### src/rtl/audclk_pkg.sv
package audclk_pkg;

    localparam int BASE_LOG2       = 9;   // 512 master clocks per frame at multiplier 1, band 0
    localparam int MAX_MULT        = 6;
    localparam int MAX_BAND        = 4;
    localparam int SLOT_LOG_NARROW = 4;   // 16-bit slot
    localparam int SLOT_LOG_WIDE   = 5;   // 32-bit slot
    localparam int CNT_LOG_MAX     = 4;   // up to 16 slots
    localparam int MIN_PERIOD      = 2;
    localparam int FRAME_W = $clog2((MAX_MULT << BASE_LOG2) + 1);
    localparam int BIT_W   = SLOT_LOG_WIDE + CNT_LOG_MAX + 1;

    typedef struct packed {
        logic [2:0] ratio;
        logic [2:0] band;
        logic       slot_wide;
        logic [1:0] slot_cnt;
        logic       lr_pulse;
        logic       lr_inv;
        logic       bclk_inv;
    } clk_cfg_t;

    typedef struct packed {
        logic               valid;
        logic [FRAME_W-1:0] period;
        logic [BIT_W-1:0]   nbits;
        logic               lr_pulse;
        logic               lr_inv;
        logic               bclk_inv;
    } run_cfg_t;

    function automatic int ratio_mult(input logic [2:0] code);
        case (code)
            3'd0:    return 1;
            3'd1:    return 2;
            3'd2:    return 3;
            3'd3:    return 4;
            3'd4:    return 6;
            default: return 0;
        endcase
    endfunction

    function automatic run_cfg_t decode_cfg(input clk_cfg_t c);
        run_cfg_t r;
        int mult;
        int lb;
        int fr;
        int per;
        mult = ratio_mult(c.ratio);
        lb   = (c.slot_wide ? SLOT_LOG_WIDE : SLOT_LOG_NARROW) + int'(c.slot_cnt) + 1;
        fr   = (int'(c.band) <= MAX_BAND) ? (mult << (BASE_LOG2 - int'(c.band))) : 0;
        per  = fr >> lb;
        r.valid    = (mult != 0) && (fr != 0) && ((per << lb) == fr) && (per >= MIN_PERIOD);
        r.period   = FRAME_W'(per);
        r.nbits    = BIT_W'(1 << lb);
        r.lr_pulse = c.lr_pulse;
        r.lr_inv   = c.lr_inv;
        r.bclk_inv = c.bclk_inv;
        return r;
    endfunction

endpackage

### src/rtl/audclk_ctrl.sv
module audclk_ctrl
    import audclk_pkg::*;
(
    input  logic     clk,
    input  logic     rst,
    input  logic     enable,
    input  clk_cfg_t cfg_in,
    input  logic     frame_end,
    output logic     running,
    output run_cfg_t act,
    output logic     cfg_err
);

    run_cfg_t dec;

    always_comb dec = decode_cfg(cfg_in);

    // Settings are taken only while idle or on the last cycle of a frame.
    always_ff @(posedge clk) begin
        if (rst) begin
            running <= 1'b0;
            act     <= '0;
            cfg_err <= 1'b0;
        end else begin
            cfg_err <= !dec.valid;
            if (!running || frame_end) begin
                if (enable && dec.valid) begin
                    running <= 1'b1;
                    act     <= dec;
                end else begin
                    running <= 1'b0;
                end
            end
        end
    end

    AST_CFG_FROZEN_MIDFRAME: assert property (@(posedge clk) disable iff (rst)
        (running && !frame_end) |=> $stable(act));
    AST_RUN_UNTIL_BOUNDARY: assert property (@(posedge clk) disable iff (rst)
        (running && !frame_end) |=> running);
    AST_BAD_CFG_NO_START: assert property (@(posedge clk) disable iff (rst)
        (!running && !dec.valid) |=> !running);
    AST_ACTIVE_CFG_LEGAL: assert property (@(posedge clk) disable iff (rst)
        running |-> act.valid);

endmodule

### src/rtl/audclk_counters.sv
module audclk_counters #(
    parameter int PER_W = audclk_pkg::FRAME_W,
    parameter int CNT_W = audclk_pkg::BIT_W
) (
    input  logic             clk,
    input  logic             rst,
    input  logic             running,
    input  logic [PER_W-1:0] period,
    input  logic [CNT_W-1:0] nbits,
    output logic [PER_W-1:0] mc,
    output logic [CNT_W-1:0] bitn,
    output logic             frame_end
);

    logic bit_last_cycle;

    always_comb begin
        bit_last_cycle = (mc == period - 1'b1);
        frame_end      = running && bit_last_cycle && (bitn == nbits - 1'b1);
    end

    always_ff @(posedge clk) begin
        if (rst || !running || frame_end) begin
            mc   <= '0;
            bitn <= '0;
        end else if (bit_last_cycle) begin
            mc   <= '0;
            bitn <= bitn + 1'b1;
        end else begin
            mc   <= mc + 1'b1;
        end
    end

    AST_CNT_IN_RANGE: assert property (@(posedge clk) disable iff (rst)
        running |-> (mc < period && bitn < nbits));

endmodule

### src/rtl/audclk_outgen.sv
module audclk_outgen #(
    parameter int PER_W = audclk_pkg::FRAME_W,
    parameter int CNT_W = audclk_pkg::BIT_W
) (
    input  logic             running,
    input  logic [PER_W-1:0] period,
    input  logic [CNT_W-1:0] nbits,
    input  logic             lr_pulse,
    input  logic             lr_inv,
    input  logic             bclk_inv,
    input  logic [PER_W-1:0] mc,
    input  logic [CNT_W-1:0] bitn,
    output logic             bclk,
    output logic             lrclk,
    output logic             frame_start
);

    logic bclk_raw;
    logic lr_raw;

    always_comb begin
        bclk_raw    = (mc >= (period >> 1));
        lr_raw      = lr_pulse ? (bitn == '0) : (bitn >= (nbits >> 1));
        bclk        = running && (bclk_raw ^ bclk_inv);
        lrclk       = running && (lr_raw ^ lr_inv);
        frame_start = running && (mc == '0) && (bitn == '0);
    end

endmodule

### src/rtl/audclk_gen.sv
module audclk_gen
    import audclk_pkg::*;
#(
    parameter int PER_W = FRAME_W,
    parameter int CNT_W = BIT_W
) (
    input  logic       clk,
    input  logic       rst,
    input  logic       enable,
    input  logic [2:0] ratio_code,
    input  logic [2:0] rate_band,
    input  logic       slot_wide,
    input  logic [1:0] slot_count_sel,
    input  logic       lr_pulse,
    input  logic       lr_invert,
    input  logic       bclk_invert,
    output logic       bclk,
    output logic       lrclk,
    output logic       frame_start,
    output logic       config_error
);

    clk_cfg_t         cfg_in;
    run_cfg_t         act;
    logic             running;
    logic             frame_end;
    logic [PER_W-1:0] mc;
    logic [CNT_W-1:0] bitn;

    always_comb begin
        cfg_in.ratio     = ratio_code;
        cfg_in.band      = rate_band;
        cfg_in.slot_wide = slot_wide;
        cfg_in.slot_cnt  = slot_count_sel;
        cfg_in.lr_pulse  = lr_pulse;
        cfg_in.lr_inv    = lr_invert;
        cfg_in.bclk_inv  = bclk_invert;
    end

    audclk_ctrl ctrl_i (
        .clk       (clk),
        .rst       (rst),
        .enable    (enable),
        .cfg_in    (cfg_in),
        .frame_end (frame_end),
        .running   (running),
        .act       (act),
        .cfg_err   (config_error)
    );

    audclk_counters #(.PER_W(PER_W), .CNT_W(CNT_W)) cnt_i (
        .clk       (clk),
        .rst       (rst),
        .running   (running),
        .period    (PER_W'(act.period)),
        .nbits     (CNT_W'(act.nbits)),
        .mc        (mc),
        .bitn      (bitn),
        .frame_end (frame_end)
    );

    audclk_outgen #(.PER_W(PER_W), .CNT_W(CNT_W)) out_i (
        .running     (running),
        .period      (PER_W'(act.period)),
        .nbits       (CNT_W'(act.nbits)),
        .lr_pulse    (act.lr_pulse),
        .lr_inv      (act.lr_inv),
        .bclk_inv    (act.bclk_inv),
        .mc          (mc),
        .bitn        (bitn),
        .bclk        (bclk),
        .lrclk       (lrclk),
        .frame_start (frame_start)
    );

    AST_FS_SINGLE_CYCLE: assert property (@(posedge clk) disable iff (rst)
        frame_start |=> !frame_start);
    AST_IDLE_QUIET: assert property (@(posedge clk) disable iff (rst)
        !running |-> (!bclk && !lrclk && !frame_start));

endmodule

### config.mk
export PLATFORM = sky130hd
export DESIGN_NAME = audclk_gen
export DESIGN_NICKNAME = d
export VERILOG_FILES = /design/src/rtl/audclk_pkg.sv /design/src/rtl/audclk_ctrl.sv /design/src/rtl/audclk_counters.sv /design/src/rtl/audclk_outgen.sv /design/src/rtl/audclk_gen.sv
export SDC_FILE = /design/constraint.sdc
export NUM_CORES = 1
export LEC_CHECK = 0
export BUFFER_PORTS_ARGS = -buffer_cell sky130_fd_sc_hd__buf_2
export CORE_MARGIN = 2
export CORE_UTILIZATION = 60
export DETAILED_ROUTE_END_ITERATION = 16
export GPL_TIMING_DRIVEN = 0
export HOLD_SLACK_MARGIN = 0.02
export PLACE_DENSITY = 0.79
export SLEW_MARGIN = 20
export SYNTH_ARGS = -nofsm -noshare
export SYNTH_HDL_FRONTEND = slang
export SYNTH_SLANG_ARGS = --single-unit
### constraint.sdc
create_clock -name clk -period 4.5 [get_ports clk]
set_input_delay 0.45 -clock clk [delete_from_list [all_inputs] [get_ports clk]]
set_output_delay 0.45 -clock clk [all_outputs]
set_load 0.005 [all_outputs]
# After elaboration in Yosys (flattened, before gate mapping)
# Cells that the tools add are included.
# word_totals
output_inout_bits	4
register_bits	49
elab_cells	60
input_bits	15
# classes
eq_ne	7
n_bitwise	2
magnitude_cmp	4
shift	4
addsub	7
mux	5
reduce_logical	22
# op_table
cell	count
nonzero test 32 bit	2
adder 32 x 2 -> 32 bit, second input constant	1
adder 32 x 3 -> 32 bit	1
equality test 32 bit	1
>= comparator 32 x 3 -> 1 bit, second input constant	1
2-to-1 mux 32 bit	1
<< shifter 1 x 32 -> 10 bit, first input constant	1
<< shifter 3 x 32 -> 32 bit	1
<< shifter 32 x 32 -> 32 bit	1
>> shifter 32 x 32 -> 32 bit	1
one-hot mux 3 bit (5 select lines)	1
adder 12 x 1 -> 12 bit, second input constant	1
equality test 12 bit	1
>= comparator 12 x 11 -> 1 bit	1
logical NOT 12 bit	1
subtractor 12 x 1 -> 12 bit, second input constant	1
adder 10 x 1 -> 10 bit, second input constant	1
equality test 10 bit	1
>= comparator 10 x 9 -> 1 bit	1
logical AND 1 bit	10
logical NOT 10 bit	1
subtractor 10 x 1 -> 10 bit, second input constant	1
equality test 3 x 2 -> 1 bit, second input constant	2
subtractor 4 x 3 -> 5 bit, first input constant	1
10 further kinds	16

# Logic depth before layout (Yosys ltp)
# Gate-level depths: netlist (run 1).
# depth
depth_word	11
ltp_mapped	16

# Hierarchy
# A second synthesis (run 1) with hierarchy kept.
# hier_totals
cells_unflattened	873
hier_area_um2	6451.2
# by_module_without_submodules
mod	area_each_um2	instances	seq_area_each_um2	cells_each
audclk_ctrl	4042.6	1	560.5	561
audclk_counters	1806.7	1	440.4	227
audclk_outgen	601.8	1	0.0	85

# Worst setup path before layout (run 1)
# No wires, ideal clock.
# synth_timing
path_type	input port to flip-flop
startpoint	input port rate_band[1]
endpoint	register, netlist name ctrl_i.act[11]
path_stages	14
n_path_buf	3
setup_slack_ps	1119
arrival_ps	3294
setup_time_ps	87
path_cell_list	buf_4 -> buf_6 -> inv_1 -> ha_1 -> nand2b_1 -> o32a_1 -> or3_1 -> a41oi_1 -> o21ai_1 -> and4_4 -> and3_4 -> buf_6 -> or4_1 -> o31ai_1
# synth_via
elab_chain_len	10
elab_cells_between_ends	14
cone_classes	add/sub (1); order compare (2); eq/ne (1); shift (3); mux (1); reduce/logical (6)
# synth_rtl
item	line	text
start: declaration	audclk_gen.sv:11	input logic [2:0] rate_band,
subtractor 4 x 3 -> 5 bit	audclk_pkg.sv:51	fr = (int'(c.band) <= MAX_BAND) ? (mult << (BASE_LOG2 - int'(c.band))) : 0;
<< shifter 3 x 32 -> 32 bit	audclk_pkg.sv:51	
2-to-1 mux 32 bit *	audclk_pkg.sv:51	
>> shifter 32 x 32 -> 32 bit	audclk_pkg.sv:52	per = fr >> lb;
<< shifter 32 x 32 -> 32 bit	audclk_pkg.sv:53	r.valid = (mult != 0) && (fr != 0) && ((per << lb) == fr) && (per >= MIN_PERIOD);
equality test 32 bit	audclk_pkg.sv:53	
logical AND 1 bit	audclk_pkg.sv:53	
logical AND 1 bit *	audclk_pkg.sv:53	
logical AND 1 bit *	audclk_ctrl.sv:27	if (enable && dec.valid) begin
AND reduction 2 bit (no line) *	--	
# Mark *: on every way between the ends. The rest lies on a longest branch, timed or not.
# A chain may end at the register's enable or synchronous reset.

# Worst setup path in the final report (run 1)
# layout_timing
startpoint	input port rate_band[1]
endpoint	register, netlist name ctrl_i.act[18]
# layout_via
elab_chain_len	10
elab_cells_between_ends	14
cone_classes	add/sub (1); order compare (2); eq/ne (1); shift (3); mux (1); reduce/logical (6)
# layout_rtl
item	line
subtractor 4 x 3 -> 5 bit	audclk_pkg.sv:51
<< shifter 3 x 32 -> 32 bit	audclk_pkg.sv:51
2-to-1 mux 32 bit *	audclk_pkg.sv:51
>> shifter 32 x 32 -> 32 bit	audclk_pkg.sv:52
<< shifter 32 x 32 -> 32 bit	audclk_pkg.sv:53
equality test 32 bit	audclk_pkg.sv:53
logical AND 1 bit (2 in series)	audclk_pkg.sv:53
logical AND 1 bit	audclk_ctrl.sv:27
AND reduction 2 bit (no line)	--
# Marked as above.

==> results of run 1 <==
-- layout make-up --
type	instances	area share [%]
clock inverter	3	0.518
clock buffer	5	1.36
multi-input combinational	479	66.7
tap	102	2.52
sequential	49	19.3
buffer	40	4.76
inverter	43	3.18
timing repair buffer	17	1.68
-- kinds of logic (layout without fill, tap and decap cells) --
group / count (synthesis) / in the layout / share of synthesized area, %
AO/OA/AOI/OAI: 159 / 159 / 24.5
XOR/XNOR: 49 / 49 / 9.16
adder cells (fa/ha/maj): 29 / 29 / 7.61
buffers and inverters: 83 / 108 / 8.45
flip-flops: 49 / 49 / 20.6
multiplexers: 8 / 8 / 1.76
AND/OR/NAND/NOR: 234 / 234 / 27.9
-- critical path, cell delays in order --
cell,delay (ns)
buf_2,0.12
buf_4,0.17
buf_6,0.15
inv_1,0.08
ha_1,0.38
nand2b_1,0.29
o32a_1,0.38
or3_1,0.36
a41oi_1,0.20
o21ai_1,0.14
and4_4,0.23
and3_4,0.18
nor2_2,0.34
buf_2,0.36
o32ai_1,0.14
-- power by group through the flow --
stage                     Clock (mW)  Combinational, mW  Sequential (mW)
after floorplan                    0              0.305            0.470
after global placement             0              0.395            0.474
after detailed placement           0              0.404            0.474
after CTS                      0.288              0.407            0.464
after global routing           0.305              0.452            0.468
final                          0.289              0.415            0.465
-- routing by layer --
metal	part of all wire, %	global-route usage [%]	vias to the layer above
met2	46	50.3	178
met5	0	0	-
li1	-	-	2291
met4	2.4	9.80	0
met1	45	44.1	2236
met3	6.4	3.22	28
-- stage by stage --
step | cells | setup slack, ns | utilization (%)
6_report | 738 | 0.743 | 65.7
5_1_grt | 738 | 0.519 | 65.7
4_1_cts | 738 | 0.789 | 65.7
3_5_place_dp | 730 | 0.463 | 64.4
3_3_place_gp | 730 | 0.488 | 64.4
2_1_floorplan | 611 | 1.12 | -
-- cells in the mapped netlist, drive strengths merged, types with 4 or more instances --
cell type,n
dfxtp,49
nor4,12
o21ai,33
and3,9
o31ai,17
and2,5
nand4b,5
ha,29
nand4,13
xnor2,33
nand3,22
mux2i,5
or4,4
and3b,4
a31oi,7
nor2,60
buf,24
a21oi,28
inv,43
nand2,26
or3,5
xor2,16
o211ai,7
a211o,5
nand2b,16
a211oi,13
nor3,26
clkbuf,16
a21o,11
-- state kept, by name, summed over array words and instances (netlist names) --
name / flops
ctrl_i.running: 1
cnt_i.bitn: 10
ctrl_i.act: 25
ctrl_i.cfg_err: 1
cnt_i.mc: 12
-- worst min-delay path by stage --
stage                                     from                         end  cells past startpoint
floorplan               cnt_i.mc[0]$_SDFF_PP0_      cnt_i.mc[0]$_SDFF_PP0_                      1
global placement    ctrl_i.act[0]$_SDFFE_PP0P_  ctrl_i.act[0]$_SDFFE_PP0P_                      2
detailed placement  ctrl_i.act[0]$_SDFFE_PP0P_  ctrl_i.act[0]$_SDFFE_PP0P_                      2
CTS                                  lr_invert  ctrl_i.act[1]$_SDFFE_PP0P_                      3
global route                         lr_invert  ctrl_i.act[1]$_SDFFE_PP0P_                      3
finish                               lr_invert  ctrl_i.act[1]$_SDFFE_PP0P_                      3
==> summary.md, run 1 <==
| Metric | Value |
|---|---|
| Status | `finished, final reports clean` |
| GRT Resource Usage Total | `31.3%` |
| Setup CP Type | `in2reg` |
| Async SR Flop Fraction | `0%` |
| Worst Tran Pin Value | `0.626 ns` |
| Residual DRC | `0` |
| H-Tree Depth | `2` |
| Switching share of power | `38.0%` |
| CP endpoint kind | `flip-flop` |
| Gpl congestion | `0.951` |
| Antenna cells | `0` |
| Max Slew Vio Count | `0` |
| Req. time, crit path | `4.70 ns` |
| CTS Hold Bufs | `0` |
| GR Overflow Total | `0` |
| Pleak | `1.90 nW` |
| Commonest non-fill, non-tap cells in the layout | `59 x nor2_1, 49 x dfxtp_1, 43 x inv_1` |
| FF-to-FF End | `ctrl_i.act[20]$_SDFFE_PP0P_` |
| NetSw | `0.444 mW` |
| Die Width | `93.1 µm` |
| Crit path launch | `rate_band[1]` |
| R2R Setup Slk | `1.01 ns` |
| Setup violations, final | `0` |
| Final WL | `13200 µm` |
| Initial antenna violation count | `0` |
| Main synth FF type | `dfxtp_1` |
| TritonCTS Buffers | `5` |
| Setup TNS | `0 ns` |
| Port Buf Inserts | `17` |
| Design Area, Final | `5070 µm²` |
| Hold WS | `0.380 ns` |
| TritonCTS Sinks | `49` |
| Slew Limit Headroom | `58.0%` |
| Clock Pin Slew Worst Setup and Hold Paths | `0.11 ns` |
| RSZ-0062 raised after global routing | `no` |
| Top post-synthesis cells by area | `dfxtp_1 21%, ha_1 7.6%, xnor2_1 5.9%` |
| FMAX | `0.266 GHz` |
| IO Pins | `19` |
| First-pass GRT wire length | `21800 µm` |
| Worst Reg-to-Reg Cells | `13` |
| Register area | `981 µm²` |
| Largest net degree at the start of global routing | `18` |
| Core Rows | `32` |
| Starting Density | `61.7%` |
| Largest fanout on the critical path | `10` |
| Cell area after synthesis | `4770 µm²` |
| Period utilization | `83.5%` |
| Clock root buffer | `clkbuf_8` |
| Dpl cell area | `4980 µm²` |
| Logic pwr share | `35.5%` |
| Critical Path Start Type | `input port` |
| CP endpoint | `ctrl_i.act[18]$_SDFFE_PP0P_` |
| Most common cell after layout, fill and taps aside | `nor2_1` |
| Via count | `4733` |
| Synthesized Nets | `655` |
| Post-CTS setup repair buffer count | `0` |
| Clock Latency Late Sink | `0.32 ns` |
| Initial DRC count | `301` |
| Final Hold Vio Count | `0` |
| Tot Pwr | `1.17 mW` |
| # resized after CTS | `0` |
| Syn Inst Count | `611` |
| Mean Syn Cell Area | `7.80 µm²` |
| Worst VDD drop | `0.000123 V` |
| Pwr dens | `230 nW/µm²` |
| Internal power | `0.725 mW` |
| Final nets | `679` |
| Die H | `93.1 µm` |
| Area growth syn-to-layout | `6.46%` |
| FF-to-FF Start | `ctrl_i.act[13]$_SDFFE_PP0P_` |
| Fraction of layout cells with a size suffix above 1 | `12.9%` |
| Antenna viol nets, final | `0` |
| Synth area leader | `dfxtp_1` |
| Placeable Area | `7730 µm²` |
| Fraction of the yosys area taken by sequential cells | `20.6%` |
| Vias in the first global route | `4405` |
| Final min period | `3.76 ns` |
| Die Footprint | `8670 µm²` |
| Hpwl dp | `10300 µm` |
| Pre-antenna DRT Iters | `4` |
| EDFF count, synth | `0` |
| Synth warn | `0` |
| Drt via density | `6.41` |
| Fillers | `663` |
| Hold Crit Class | `in2reg` |
| Clock share of power | `24.8%` |
| Synth Register Bits | `49` |
| Synth cell types | `88` |
| Top cell type's share of synthesized area | `20.6%` |
| Max cap viols | `0` |
| Critical path data arrival time | `3.96 ns` |
| Multi-input gate area in the final layout | `3380 µm²` |
| Max Clock Skew | `0.0145 ns` |
| Max Buffers Root-to-Sink | `2` |
| Flop pwr share | `39.8%` |
| CTS tree | `built` |
| WL/cell | `17.9 µm` |
(Power assumes the default switching activity.)
==> run 2: changes to the inputs <==
CORE_UTILIZATION = 57   (was 60)
PLACE_DENSITY = 0.78   (was 0.79)
clock period = 3.1 ns   (was 4.5 ns; I/O delays follow)
==> summary.md, run 2 (synthesis gave the netlist of run 1 again) <==
| Metric | Value |
|---|---|
| Status | `finished, final reports clean` |
| Hold WS | `0.245 ns` |
| Largest regs | `ctrl_i.act (25), cnt_i.mc (12), cnt_i.bitn (10)` |
| Clock Pin Slew Worst Setup and Hold Paths | `0.10 ns` |
| Pre-antenna DRT Iters | `8` |
| Non-Filler Instances | `741` |
| Drt via density | `6.44` |
| Gpl congestion | `0.994` |
| Final setup margin | `0.108 ns` |
| FMAX | `0.334 GHz` |
| Hold depth | `3` |
| First-pass GRT wire length | `20500 µm` |
| Residual DRC | `0` |
| Fraction of layout cells with a size suffix above 1 | `20.0%` |
| Port Buf Inserts | `17` |
| CTS Hold Bufs | `0` |
| Max Slew Vio Count | `0` |
| Worst Tran Pin Value | `0.513 ns` |
| Req. time, crit path | `2.79 ns` |
| Worst VDD drop | `0.000194 V` |
| Setup violations, final | `0` |
| Critical Path Start Type | `flip-flop` |
| Final nets | `679` |
| Max Buffers Root-to-Sink | `2` |
| IO Pins | `19` |
| Reg with most FFs | `ctrl_i.act` |
| Hold_sp | `lr_pulse` |
| Placeable Area | `8180 µm²` |
| Max Clock Skew | `0.0163 ns` |
| Hpwl dp | `9650 µm` |
| Pwr dens | `336 nW/µm²` |
| Clock Latency Late Sink | `0.31 ns` |
| Clock root buffer | `clkbuf_8` |
| Core Rows | `33` |
| Final min period | `2.99 ns` |
| H-Tree Depth | `2` |
| Period utilization | `96.5%` |
| FF-to-FF Start | `ctrl_i.act[14]$_SDFFE_PP0P_` |
| Endpoint, Worst Hold | `ctrl_i.act[2]$_SDFFE_PP0P_` |
| Dpl cells | `733` |
| FF-to-FF End | `cnt_i.mc[0]$_SDFF_PP0_` |
| Largest fanout on the critical path | `6` |
| TritonCTS Buffers | `5` |
| Commonest non-fill, non-tap cells in the layout | `59 x nor2_1, 43 x dfxtp_1, 41 x inv_1` |
| TritonCTS Sinks | `49` |
| Dpl ws | `-0.574 ns` |
| Area growth syn-to-layout | `11.8%` |
| Starting Density | `58.3%` |
| R2R Setup Slk | `0.14 ns` |
| Max cap viols | `0` |
| CP endpoint kind | `output port` |
| Die Footprint | `9110 µm²` |
| Slew Limit Headroom | `65.4%` |
| Setup CP Type | `reg2out` |
| Initial antenna violation count | `0` |
| RSZ-0062 raised after global routing | `yes` |
| GR Overflow Total | `0` |
| Antenna viol nets, final | `0` |
| Critical path data arrival time | `2.68 ns` |
| Hold Crit Class | `in2reg` |
| CTS tree | `built` |
| Most common cell after layout, fill and taps aside | `nor2_1` |
| Initial DRC count | `335` |
| Die H | `95.4 µm` |
| Antenna cells | `0` |
| Largest register FFs | `25` |
| Largest net degree at the start of global routing | `17` |
| Pleak | `2.00 nW` |
| Via count | `4774` |
| Worst Reg-to-Reg Cells | `12` |
| WL/cell | `17.4 µm` |
| Vias in the first global route | `4217` |
| GRT Resource Usage Total | `28.2%` |
| Final Hold Vio Count | `0` |
| Final WL | `12900 µm` |
| Die Width | `95.4 µm` |
run 2: worst max-delay path: stages (launching register included):
cell	delay, ns
dfxtp_2	0.38
ha_1	0.31
nand2b_4	0.14
a21o_1	0.16
a21o_1	0.17
a21o_1	0.18
a21o_1	0.17
a21oi_2	0.13
nor2b_2	0.07
o41ai_2	0.34
mux2i_1	0.21
buf_2	0.12
run 2: how the worst max path moves through the flow:
stage                                            from                          end  slack (ns)  depth (start not counted)
after floorplan                          rate_band[1]  ctrl_i.act[11]$_SDFFE_PP0P_        0.04                         14
after global placement                   rate_band[1]  ctrl_i.act[18]$_SDFFE_PP0P_       -0.50                         16
after detailed placement                 rate_band[1]  ctrl_i.act[18]$_SDFFE_PP0P_       -0.57                         15
after CTS                                rate_band[1]   ctrl_i.act[9]$_SDFFE_PP0P_       0.009                         15
after global routing           cnt_i.mc[0]$_SDFF_PP0_                         bclk       -0.03                         12
final                     ctrl_i.act[14]$_SDFFE_PP0P_                         bclk        0.11                         11
run 2: metrics by stage:
step / setup TNS (ns) / area (µm²) / util, % / power (mW)
floorplan: 0 / 4790 / - / 1.13
global placement: -10.40 / 5000 / 61.2 / 1.25
detailed placement: -12.44 / 5000 / 61.2 / 1.27
CTS: 0 / 5170 / 63.2 / 1.75
global route: -0.0332 / 5330 / 65.2 / 1.88
finish: 0 / 5330 / 65.2 / 1.79
run 2: per-layer routing:
layer | vias to the layer above | track usage (%) | wire length [µm]
li1 | 2284 | - | -
met1 | 2245 | 38.0 | 5810
met2 | 203 | 46.4 | 5880
met3 | 42 | 4.43 | 841
met4 | 0 | 8.57 | 331
met5 | - | 0 | 0
run 2: report_power, final:
group / internal [mW] / leakage, nW / switching, mW
combinational: 0.268 / 1.54 / 0.375
sequential: 0.650 / 0.399 / 0.0266
clock: 0.242 / 0.0585 / 0.228
run 2: timing repair:
item                       in CTS  in global routing
gates resized for setup        14                 41
hold endpoints to repair        0                  0
pin swaps                       1                 22
gates cloned                    0                  0
setup buffers                   2                  2
setup endpoints to repair      35                 42
run 2: cell type report:
type / count / area [µm²]
Sequential cell: 49 / 991
Fill cell: 707 / 2850
Timing Repair Buffer: 21 / 115
Inverter: 43 / 164
Clock inverter: 3 / 43.8
Buffer: 36 / 239
Clock buffer: 5 / 68.8
Tap cell: 105 / 131
Multi-Input combinational cell: 479 / 3580
==> run 3: changes to the inputs <==
BUFFER_PORTS_ARGS = -buffer_cell sky130_fd_sc_hd__buf_4   (was -buffer_cell sky130_fd_sc_hd__buf_2)
==> summary.md, run 3 (synthesis gave the netlist of run 1 again) <==
| Metric | Value |
|---|---|
| Drt via density | `6.48` |
| Dpl ws | `-0.574 ns` |
| Pre-antenna DRT Iters | `7` |
| Starting Density | `58.3%` |
| Dpl cells | `733` |
| WL/cell | `17.7 µm` |
| Worst VDD drop | `0.000225 V` |
| Vias in the first global route | `4221` |
| Core Rows | `33` |
| Port Buf Inserts | `17` |
| Non-Filler Instances | `746` |
| Clock Latency Late Sink | `0.31 ns` |
| GRT Resource Usage Total | `28.7%` |
| FF-to-FF End | `cnt_i.bitn[8]$_SDFFE_PP0N_` |
| First-pass GRT wire length | `20800 µm` |
| Setup violations, final | `0` |
| Req. time, crit path | `3.33 ns` |
| Commonest non-fill, non-tap cells in the layout | `59 x nor2_1, 43 x dfxtp_1, 41 x inv_1` |
| Final Hold Vio Count | `0` |
| Register area | `996 µm²` |
| Dpl cell area | `5040 µm²` |
| Slew Limit Headroom | `66.2%` |
| Critical path data arrival time | `3.28 ns` |
| Fillers | `694` |
| Design Area, Final | `5430 µm²` |
| Max Buffers Root-to-Sink | `2` |
| Max cap viols | `0` |
| Hold WS | `0.274 ns` |
| CP endpoint kind | `flip-flop` |
| Placeable Area | `8180 µm²` |
| R2R Setup Slk | `0.18 ns` |
| Residual DRC | `0` |
| Setup CP Type | `in2reg` |
| Hpwl dp | `9820 µm` |
| Largest register FFs | `25` |
| Antenna cells | `0` |
| GR Overflow Total | `0` |
| Critical Path Start Type | `input port` |
| Worst Reg-to-Reg Cells | `11` |
| Setup TNS | `0 ns` |
| Max Clock Skew | `0.0152 ns` |
| Largest fanout on the critical path | `10` |
| Tot Pwr | `1.76 mW` |
| TritonCTS Buffers | `5` |
| Layout Utilization | `66.4%` |
| CP endpoint | `ctrl_i.act[9]$_SDFFE_PP0P_` |
| H-Tree Depth | `2` |
| Clock root buffer | `clkbuf_8` |
| Pwr dens | `324 nW/µm²` |
| Clock Pin Slew Worst Setup and Hold Paths | `0.10 ns` |
| Worst Tran Pin Value | `0.504 ns` |
| Multi-input gate area in the final layout | `3590 µm²` |
| Antenna viol nets, final | `0` |
| Fraction of layout cells with a size suffix above 1 | `20.9%` |
| Initial antenna violation count | `0` |
| Initial DRC count | `356` |
| Status | `finished, final reports clean` |
| IO Pins | `19` |
| Final min period | `3.05 ns` |
| TritonCTS Sinks | `49` |
| Largest net degree at the start of global routing | `16` |
| Area growth syn-to-layout | `13.9%` |
| Die H | `95.4 µm` |
| Final setup margin | `0.0450 ns` |
| Die Width | `95.4 µm` |
| Hold Crit Class | `in2reg` |
| Reg with most FFs | `ctrl_i.act` |
| Max Slew Vio Count | `0` |
| FMAX | `0.327 GHz` |
| Largest regs | `ctrl_i.act (25), cnt_i.mc (12), cnt_i.bitn (10)` |
| Final WL | `13200 µm` |
| Pleak | `2.03 nW` |
| Period utilization | `98.5%` |
| Die Footprint | `9110 µm²` |
| Crit path launch | `rate_band[1]` |
| CTS tree | `built` |
| Gpl congestion | `1.03` |
| FF-to-FF Start | `ctrl_i.act[13]$_SDFFE_PP0P_` |
| Via count | `4831` |
| Most common cell after layout, fill and taps aside | `nor2_1` |
| Final nets | `684` |
| CTS Hold Bufs | `0` |
==> run 3: repair_timing <==
| action | 4_1_cts | 5_1_grt |
|---|---|---|
| resized for setup | 24 | 38 |
| pin swaps | 4 | 15 |
| setup endpoints to repair | 41 | 42 |
| setup buffers | 3 | 6 |
==> run 3: area by class of cell <==
| cell class | count | area share (%) |
|---|---|---|
| clock inverters | 2 | 0.253 |
| multi-input cells | 479 | 66.2 |
| well taps | 105 | 2.42 |
| clock buffers | 6 | 1.52 |
| repair buffers | 26 | 3.59 |
| inverters | 43 | 3.06 |
| flip-flops and latches | 49 | 18.3 |
| plain buffers | 36 | 4.65 |
==> run 3: metal layers <==
metal / vias to the layer above / GRT usage, % / part of all wire [%]
li1: 2297 / - / -
met1: 2280 / 39.8 / 45
met2: 216 / 46.0 / 45
met3: 38 / 3.40 / 6.8
met4: 0 / 10.0 / 2.5
met5: - / 0 / 0
==> run 3: worst min path at each step <==
stage               slack [ns]  cells after the start                       start                    endpoint
floorplan                 0.45                      1      cnt_i.mc[0]$_SDFF_PP0_      cnt_i.mc[0]$_SDFF_PP0_
global placement          0.47                      2  ctrl_i.act[0]$_SDFFE_PP0P_  ctrl_i.act[0]$_SDFFE_PP0P_
detailed placement        0.48                      1      cnt_i.mc[0]$_SDFF_PP0_      cnt_i.mc[0]$_SDFF_PP0_
CTS                       0.26                      3                   lr_invert  ctrl_i.act[1]$_SDFFE_PP0P_
global route              0.28                      3                   lr_invert  ctrl_i.act[1]$_SDFFE_PP0P_
finish                    0.27                      3                    lr_pulse  ctrl_i.act[2]$_SDFFE_PP0P_
==> run 3: power by group <==
part / internal [mW] / total, mW / switching, mW
Sequential: 0.650 / 0.676 / 0.0260
Clock: 0.181 / 0.407 / 0.226
Combinational: 0.287 / 0.674 / 0.387
==> run 3: worst max-delay path: stages <==
cell and delay [ns]:
buf_4 0.13, buf_8 0.14, buf_8 0.12, inv_4 0.07
ha_4 0.23, or4b_4 0.55, o22ai_4 0.14, a21oi_4 0.07
a211oi_2 0.26, o221a_2 0.26, a211oi_2 0.06, and3_4 0.20
buf_6 0.14, or4_4 0.52, o31ai_2 0.07
